## src/rtl/tlbc_pkg.sv

```systemverilog
package tlbc_pkg;

    localparam int DW = 32;

    typedef enum logic [1:0] {
        SEL_ATTR = 2'd0,
        SEL_CTRL = 2'd1,
        SEL_PTR  = 2'd2,
        SEL_NONE = 2'd3
    } creg_sel_e;

    // attribute register layout
    localparam int DATA_W       = 24;   // cache/read/write/exec flags + frame number
    localparam int ATTR_GLOB    = 24;
    localparam int ATTR_KEEP_LO = 25;   // bits above this are retained on a fetch
    localparam int ATTR_LW_W    = 25;

    // control register layout
    localparam int CTRL_PID_LSB = 4;
    localparam int CTRL_WE_BIT  = 18;
    localparam int CTRL_RD_BIT  = 19;
    localparam int CTRL_WAY_LSB = 20;

    // pointer register layout
    localparam int PTR_VPN_LSB  = 2;
    localparam int VPN_W        = 20;

    function automatic logic [DW-1:0] keep_mask();
        logic [DW-1:0] m;
        m = '0;
        for (int b = ATTR_KEEP_LO; b < DW; b++) m[b] = 1'b1;
        return m;
    endfunction

    function automatic logic [VPN_W-1:0] vpn_of(input logic [DW-1:0] ptr);
        return ptr[PTR_VPN_LSB +: VPN_W];
    endfunction

    function automatic logic [DW-1:0] with_vpn(input logic [DW-1:0] ptr,
                                               input logic [VPN_W-1:0] vpn);
        logic [DW-1:0] r;
        r = ptr;
        r[PTR_VPN_LSB +: VPN_W] = vpn;
        return r;
    endfunction

endpackage

```

## src/rtl/tlbc_shadow.sv

```systemverilog
module tlbc_shadow
    import tlbc_pkg::*;
#(
    parameter int PID_W = 8
) (
    input  logic                 clk,
    input  logic                 rst,
    input  logic                 we,
    input  creg_sel_e            wsel,
    input  logic [DW-1:0]        wdata,
    output logic [ATTR_LW_W-1:0] attr_lw,
    output logic [DW-1:0]        ctrl_lw,
    output logic [VPN_W-1:0]     vpn_lw,
    output logic [PID_W-1:0]     pid_lw
);

    always_ff @(posedge clk) begin
        if (rst) begin
            attr_lw <= '0;
            ctrl_lw <= '0;
            vpn_lw  <= '0;
        end else if (we) begin
            case (wsel)
                SEL_ATTR: attr_lw <= wdata[ATTR_LW_W-1:0];
                SEL_CTRL: ctrl_lw <= wdata;
                SEL_PTR:  vpn_lw  <= vpn_of(wdata);
                default:  ;
            endcase
        end
    end

    assign pid_lw = ctrl_lw[CTRL_PID_LSB +: PID_W];

endmodule

```

## src/rtl/tlbc_cmd.sv

```systemverilog
module tlbc_cmd
    import tlbc_pkg::*;
#(
    parameter int WAY_W = 2
) (
    input  logic             clk,
    input  logic             rst,
    input  logic             we,
    input  creg_sel_e        wsel,
    input  logic [DW-1:0]    wdata,
    input  logic             rb_we_bit,
    input  logic [WAY_W-1:0] rb_way,
    output logic             wr_en,
    output logic [WAY_W-1:0] wr_way,
    output logic             rd_en,
    output logic [WAY_W-1:0] rd_way
);

    logic start_wr, start_rd;

    always_comb begin
        start_wr = we && (wsel == SEL_ATTR) && rb_we_bit;
        start_rd = we && (wsel == SEL_CTRL) && wdata[CTRL_RD_BIT];
    end

    always_ff @(posedge clk) begin
        if (rst) begin
            wr_en  <= 1'b0;
            rd_en  <= 1'b0;
            wr_way <= '0;
            rd_way <= '0;
        end else begin
            wr_en <= start_wr;
            rd_en <= start_rd;
            if (start_wr) wr_way <= rb_way;
            if (start_rd) rd_way <= wdata[CTRL_WAY_LSB +: WAY_W];
        end
    end

endmodule

```

## src/rtl/tlbc_readback.sv

```systemverilog
module tlbc_readback
    import tlbc_pkg::*;
#(
    parameter int WAY_W = 2,
    parameter int PID_W = 8
) (
    input  logic              clk,
    input  logic              rst,
    input  logic              we,
    input  creg_sel_e         wsel,
    input  logic [DW-1:0]     wdata,
    input  logic [DW-1:0]     ctrl_lw,
    input  logic              fetch_valid,
    input  logic [VPN_W-1:0]  fetch_vpn,
    input  logic [PID_W-1:0]  fetch_pid,
    input  logic              fetch_glob,
    input  logic [DATA_W-1:0] fetch_data,
    output logic [DW-1:0]     attr_rb,
    output logic [DW-1:0]     ctrl_rb,
    output logic [DW-1:0]     ptr_rb
);

    localparam logic [DW-1:0] KEEP = keep_mask();

    logic [WAY_W-1:0] way_next;
    logic [DW-1:0]    attr_fetch, ctrl_fetch;

    always_comb begin
        way_next   = ctrl_rb[CTRL_WAY_LSB +: WAY_W] + WAY_W'(1);
        attr_fetch = (attr_rb & KEEP) | DW'(fetch_data);
        attr_fetch[ATTR_GLOB] = fetch_glob;
        ctrl_fetch = ctrl_lw;
        ctrl_fetch[CTRL_PID_LSB +: PID_W] = fetch_pid;
    end

    always_ff @(posedge clk) begin
        if (rst) begin
            attr_rb <= '0;
            ctrl_rb <= '0;
            ptr_rb  <= '0;
        end else if (fetch_valid) begin
            attr_rb <= attr_fetch;
            ctrl_rb <= ctrl_fetch;
            ptr_rb  <= with_vpn(ptr_rb, fetch_vpn);
        end else if (we) begin
            case (wsel)
                SEL_ATTR: if (ctrl_rb[CTRL_WE_BIT])
                              ctrl_rb[CTRL_WAY_LSB +: WAY_W] <= way_next;
                SEL_CTRL: if (!wdata[CTRL_RD_BIT]) ctrl_rb <= wdata;
                SEL_PTR:  ptr_rb <= with_vpn(wdata, vpn_of(ptr_rb));
                default:  ;
            endcase
        end
    end

endmodule

```

## src/rtl/tlb_ctl_regs.sv

```systemverilog
module tlb_ctl_regs
    import tlbc_pkg::*;
#(
    parameter int NUM_WAYS    = 16,
    parameter int NUM_ENTRIES = 128,
    parameter int PID_W       = 8,
    localparam int WAY_W      = $clog2(NUM_WAYS),
    localparam int IDX_W      = $clog2(NUM_ENTRIES / NUM_WAYS)
) (
    input  logic              clk,
    input  logic              rst,
    input  logic              creg_we,
    input  logic [1:0]        creg_wsel,
    input  logic [31:0]       creg_wdata,
    input  logic [1:0]        creg_rsel,
    output logic [31:0]       creg_rdata,
    output logic [PID_W-1:0]  cur_pid,
    output logic              tlb_wr_en,
    output logic [WAY_W-1:0]  tlb_wr_way,
    output logic [IDX_W-1:0]  tlb_wr_idx,
    output logic [19:0]       tlb_wr_vpn,
    output logic [PID_W-1:0]  tlb_wr_pid,
    output logic              tlb_wr_glob,
    output logic [23:0]       tlb_wr_data,
    output logic              tlb_rd_en,
    output logic [WAY_W-1:0]  tlb_rd_way,
    output logic [IDX_W-1:0]  tlb_rd_idx,
    input  logic              tlb_rd_valid,
    input  logic [19:0]       tlb_rd_vpn,
    input  logic [PID_W-1:0]  tlb_rd_pid,
    input  logic              tlb_rd_glob,
    input  logic [23:0]       tlb_rd_data
);

    creg_sel_e              wsel;
    logic [ATTR_LW_W-1:0]   attr_lw;
    logic [DW-1:0]          ctrl_lw;
    logic [VPN_W-1:0]       vpn_lw;
    logic [PID_W-1:0]       pid_lw;
    logic [DW-1:0]          attr_rb, ctrl_rb, ptr_rb;

    assign wsel = creg_sel_e'(creg_wsel);

    tlbc_shadow #(.PID_W(PID_W)) u_shadow (
        .clk     (clk),
        .rst     (rst),
        .we      (creg_we),
        .wsel    (wsel),
        .wdata   (creg_wdata),
        .attr_lw (attr_lw),
        .ctrl_lw (ctrl_lw),
        .vpn_lw  (vpn_lw),
        .pid_lw  (pid_lw)
    );

    tlbc_cmd #(.WAY_W(WAY_W)) u_cmd (
        .clk       (clk),
        .rst       (rst),
        .we        (creg_we),
        .wsel      (wsel),
        .wdata     (creg_wdata),
        .rb_we_bit (ctrl_rb[CTRL_WE_BIT]),
        .rb_way    (ctrl_rb[CTRL_WAY_LSB +: WAY_W]),
        .wr_en     (tlb_wr_en),
        .wr_way    (tlb_wr_way),
        .rd_en     (tlb_rd_en),
        .rd_way    (tlb_rd_way)
    );

    tlbc_readback #(.WAY_W(WAY_W), .PID_W(PID_W)) u_rb (
        .clk         (clk),
        .rst         (rst),
        .we          (creg_we),
        .wsel        (wsel),
        .wdata       (creg_wdata),
        .ctrl_lw     (ctrl_lw),
        .fetch_valid (tlb_rd_valid),
        .fetch_vpn   (tlb_rd_vpn),
        .fetch_pid   (tlb_rd_pid),
        .fetch_glob  (tlb_rd_glob),
        .fetch_data  (tlb_rd_data),
        .attr_rb     (attr_rb),
        .ctrl_rb     (ctrl_rb),
        .ptr_rb      (ptr_rb)
    );

    // entry payload comes from the last-written copies, loaded on the same edge as the request
    assign tlb_wr_vpn  = vpn_lw;
    assign tlb_wr_idx  = vpn_lw[IDX_W-1:0];
    assign tlb_wr_pid  = pid_lw;
    assign tlb_wr_glob = attr_lw[ATTR_GLOB];
    assign tlb_wr_data = attr_lw[DATA_W-1:0];
    assign tlb_rd_idx  = vpn_lw[IDX_W-1:0];
    assign cur_pid     = pid_lw;

    always_comb begin
        case (creg_sel_e'(creg_rsel))
            SEL_ATTR: creg_rdata = attr_rb;
            SEL_CTRL: creg_rdata = ctrl_rb;
            SEL_PTR:  creg_rdata = ptr_rb;
            default:  creg_rdata = '0;
        endcase
    end

endmodule

```

## config.mk

```make
export PLATFORM = sky130hd
export DESIGN_NAME = tlb_ctl_regs
export DESIGN_NICKNAME = d
export VERILOG_FILES = /design/src/rtl/tlbc_pkg.sv /design/src/rtl/tlbc_shadow.sv /design/src/rtl/tlbc_cmd.sv /design/src/rtl/tlbc_readback.sv /design/src/rtl/tlb_ctl_regs.sv
export SDC_FILE = /design/constraint.sdc
export NUM_CORES = 1
export LEC_CHECK = 0
export BUFFER_PORTS_ARGS = -buffer_cell sky130_fd_sc_hd__buf_2
export CAP_MARGIN = 40
export CORE_AREA = 5 5 128 130
export DETAILED_ROUTE_END_ITERATION = 7
export DIE_AREA = 0 0 133 135
export GPL_TIMING_DRIVEN = 0
export HOLD_SLACK_MARGIN = 0.03
export PLACE_DENSITY = 0.74
export SYNTH_ARGS = -nofsm -noshare
export SYNTH_HDL_FRONTEND = slang
export SYNTH_SLANG_ARGS = --single-unit
```

## constraint.sdc

```tcl
create_clock -name clk -period 2.9 [get_ports clk]
set_input_delay 0.435 -clock clk [delete_from_list [all_inputs] [get_ports clk]]
set_output_delay 0.435 -clock clk [all_outputs]
set_load 0.005 [all_outputs]
```

==> impl_metrics.py <==
metrics = {
    "clock_network": {
        "cts_buffers": 17,
        "cts_tree": "built",
        "cts_hold_repair.buffers": 0,
        "cts_setup_buffers": 0,
        "clkTransAtPathRegs_ns": 0.06,
        "cts-root-buf": "clkbuf_16",
        "clk_latency_ns": 0.43,
        "htree_levels": 4,
        "clk_path_buf_depth": 2,
        "cts_resized": 0,
        "cts.sinks": 176,
    },
    "sta": {
        "period_minus_slack_ns": 2.433,
        "finalHoldViolCount": 0,
        "clock_skew_ns": 0.008301,
        "setup_viol": 0,
        "fmax_ghz": 0.4110,
        "drv_slew": 0,
        "rsz0062_at_grt": "no",
        "min_period_over_period_pct": 83.90,
        "fin_tns_setup_ns": 0,
        "slew_headroom_pct": 49.46,
        "max_slew.worst_pin.slew_ns": 0.7582,
    },
    "drt": {
        "antenna_left": 0,
        "drcViolationCount": 0,
        "drt_iter0_drc": 484,
        "post_drt_wl_per_cell_um": 17.45,
        "via_count": 6623,
        "routed_wl_um": 22070,
        "dr.pass1.iters": 6,
        "drt-vias-per-instance": 5.236,
    },
    "worst_setup_path": {
        "path_class": "in2out",
        "critPathArrivalTime_ns": 2.00,
        "path_max_fanout": 10,
        "critPathRequiredTime_ns": 2.47,
        "cp_num_buf_inv": 4,
        "critPathMaxStageDelay_ns": 0.56,
        "cp_slowest_cell": "clkbuf_1",
        "reg2reg_from": "u_rb.ctrl_rb[18]",
        "cp-start-kind": "primary input",
        "cp_top_family": "buffers and inverters",
        "startpoint": "creg_rsel[1]",
        "path_cells": "buf_2 -> nor2b_1 -> clkbuf_1 -> clkbuf_1 -> nand2_1 -> o21ai_0 -> buf_2",
        "rrSetupSlack_ns": 1.36,
        "end_kind": "output pin",
    },
    "pwr": {
        "cellPowerDensity_nw_per_um2": 606.5,
        "clkPwrFrac_pct": 42.6,
        "p_int_w": 0.004200,
        "switching_share_pct": 24.45,
        "ir_worst_vdd_mv": 0.4302,
        "sequentialPowerShare_pct": 46.6,
        "comb_power_share_pct": 10.9,
        "switchingPower_w": 0.001359,
        "p_leak_nw": 4.176,
    },
    "yosys": {
        "synth_cell_type_count": 36,
        "synth_enable_flop_cells": 0,
        "synth_warnings": 0,
        "synthCells": 849,
        "synthMostInstantiatedCell": "nand2_1",
        "ys_seq_area_share_pct": 48.00,
        "synth_commonest_cells": "nand2_1 (211), dfxtp_1 (176), mux2i_1 (101)",
        "syn_avg_cell_area_sq_um": 8.646,
        "netlist_area_sq_um": 7341,
        "synth_top_area_share_pct": 48.00,
        "synth_ff_type": "dfxtp_1",
        "synth_area_leaders": "dfxtp_1 (48%), mux2i_1 (14%), nand2_1 (11%), a21oi_1 (6.3%), nor2_1 (4.2%)",
        "synth-seq-cells": 176,
        "synth_area_leader_cell": "dfxtp_1",
        "syn_nets": 943,
        "async_flop_share_pct": 0,
    },
    "placement": {
        "gp_congestion": 0.8446,
        "dpl_cell_area_sq_um": 8557,
        "io_buffers": 196,
        "detailed_place_hpwl_um": 16460,
    },
    "layout": {
        "diodes": 0,
        "finalNetCount": 1158,
        "drive_gt1_share_pct": 27.86,
        "design_area_sq_um": 9166,
        "area_delta_synth_final_pct": 24.87,
    },
    "worst_hold_path": {
        "min_path_type": "in2reg",
        "min-delay-start": "tlb_rd_data[8]",
    },
    "global_route": {
        "overflow": 0,
        "grt_pass1_vias": 6209,
        "grt_pass1_wl_um": 33600,
        "grt_max_degree": 17,
        "grt_usage_pct": 23.80,
        "grt_antenna_before_repair": 1,
    },
    "floorplanning": {
        "die_width_um": 133,
        "die_h_um": 135,
        "die_area_sq_um": 17960,
        "core_area_sq_um": 15030,
        "num_rows": 45,
        "start_util_pct": 48.83,
        "ios": 202,
    },
    "job": {
        "maxCapViolations": 0,
    },
    "run_status": {
        "status": "completed",
    },
}
## area by class of cell
| cell class | count | area [sq um] |
|---|---|---|
| Fill cell | 1342 | 5867 |
| Multi-Input combinational cell | 585 | 3361 |
| Sequential cell | 176 | 3523 |
| Clock buffer | 23 | 478.0 |
| Clock inverter | 9 | 131.4 |
| Timing Repair Buffer | 196 | 980.9 |
| Tap cell | 188 | 235.2 |
| Inverter | 2 | 7.507 |
| Buffer | 86 | 449.2 |
## layout by cell type, fill, tap and decap left out, types with 2 or more instances in the layout
cell | Yosys | layout
nand3_1 | 2 | 2
buf_2 | 26 | 222
nor2b_1 | 3 | 3
nand2b_1 | 6 | 6
clkbuf_1 | 35 | 38
a21oi_2 | 2 | 2
o21ai_0 | 26 | 26
o211ai_1 | 2 | 2
nor3_1 | 4 | 4
nand2_1 | 211 | 211
clkinv_2 | 0 | 3
buf_4 | 25 | 25
dfxtp_1 | 176 | 176
a22o_1 | 7 | 7
bufinv_16 | 0 | 3
nor2_1 | 82 | 82
a21oi_1 | 93 | 93
a211oi_1 | 6 | 6
clkinv_4 | 0 | 3
clkbuf_16 | 0 | 17
a211oi_2 | 17 | 17
mux2i_1 | 101 | 101
and3b_1 | 2 | 2
a22oi_1 | 5 | 5
clkbuf_8 | 0 | 3
inv_1 | 2 | 2
a311oi_1 | 2 | 2
## cell families after synthesis
| kind of cell | count (synthesis) | synth area share [%] |
|---|---|---|
| xor+xnor | 2 | 0.2387 |
| fa+ha+maj | 1 | 0.1704 |
| buf+inv | 88 | 6.221 |
| compound gates | 165 | 14.30 |
| simple gates | 315 | 17.15 |
| mux | 102 | 13.93 |
| flops | 176 | 48.00 |
## power groups by stage
stage | registers [W] | logic [W] | clock network, W
6_report | 0.00259 | 0.000603 | 0.00237
5_1_grt | 0.00260 | 0.000659 | 0.00250
4_1_cts | 0.00259 | 0.000602 | 0.00238
3_5_place_dp | 0.00264 | 0.000597 | 0
3_3_place_gp | 0.00264 | 0.000591 | 0
2_1_floorplan | 0.00262 | 0.000352 | 0
## path summary, 6_finish.rpt
| kind | cells past startpoint | to |
|---|---|---|
| setup / recovery | 7 | creg_rdata[4] |
| hold reg to reg | 2 | u_shadow.attr_lw[15] |
| hold / removal | 3 | u_rb.attr_rb[8] |
| setup reg to reg | 4 | u_cmd.wr_way[0] |
## worst reg2reg max path: stages, from the launching register on
cell and delay [ns]:
dfxtp_1 0.43, nand2b_1 0.17, nor2_1 0.48, mux2i_1 0.26, nor2_1 0.05
## metrics by stage
| stage | setup slack, ns | hold WS, ns | util, % | instances | total power, W |
|---|---|---|---|---|---|
| floorplan | 1.166 | 0.4360 | - | 849 | 0.002977 |
| finish | 0.4670 | 0.2429 | 60.97 | 1265 | 0.005559 |
| global placement | 0.5587 | 0.4379 | 56.92 | 1233 | 0.003229 |
| global route | 0.3891 | 0.2368 | 60.97 | 1265 | 0.005758 |
| detailed placement | 0.4871 | 0.4461 | 56.92 | 1233 | 0.003239 |
| CTS | 0.4755 | 0.2291 | 60.97 | 1265 | 0.005575 |
## routing by layer
| layer | global-route usage, % | share of wire, % |
|---|---|---|
| met1 | 31.56 | 44 |
| met2 | 37.36 | 45 |
| met3 | 6.632 | 8.5 |
| met4 | 8.314 | 2.0 |
| met5 | 0 | 0.045 |
## registers in the layout, indices dropped and copies added (netlist names)
register / flops
u_cmd.rd_en: 1
u_rb.ctrl_rb: 32
u_shadow.attr_lw: 25
u_cmd.wr_way: 4
u_cmd.rd_way: 4
u_shadow.vpn_lw: 20
u_cmd.wr_en: 1
u_rb.attr_rb: 25
u_rb.ptr_rb: 32
u_shadow.ctrl_lw: 32
Power figures use the tool's default switching activity.
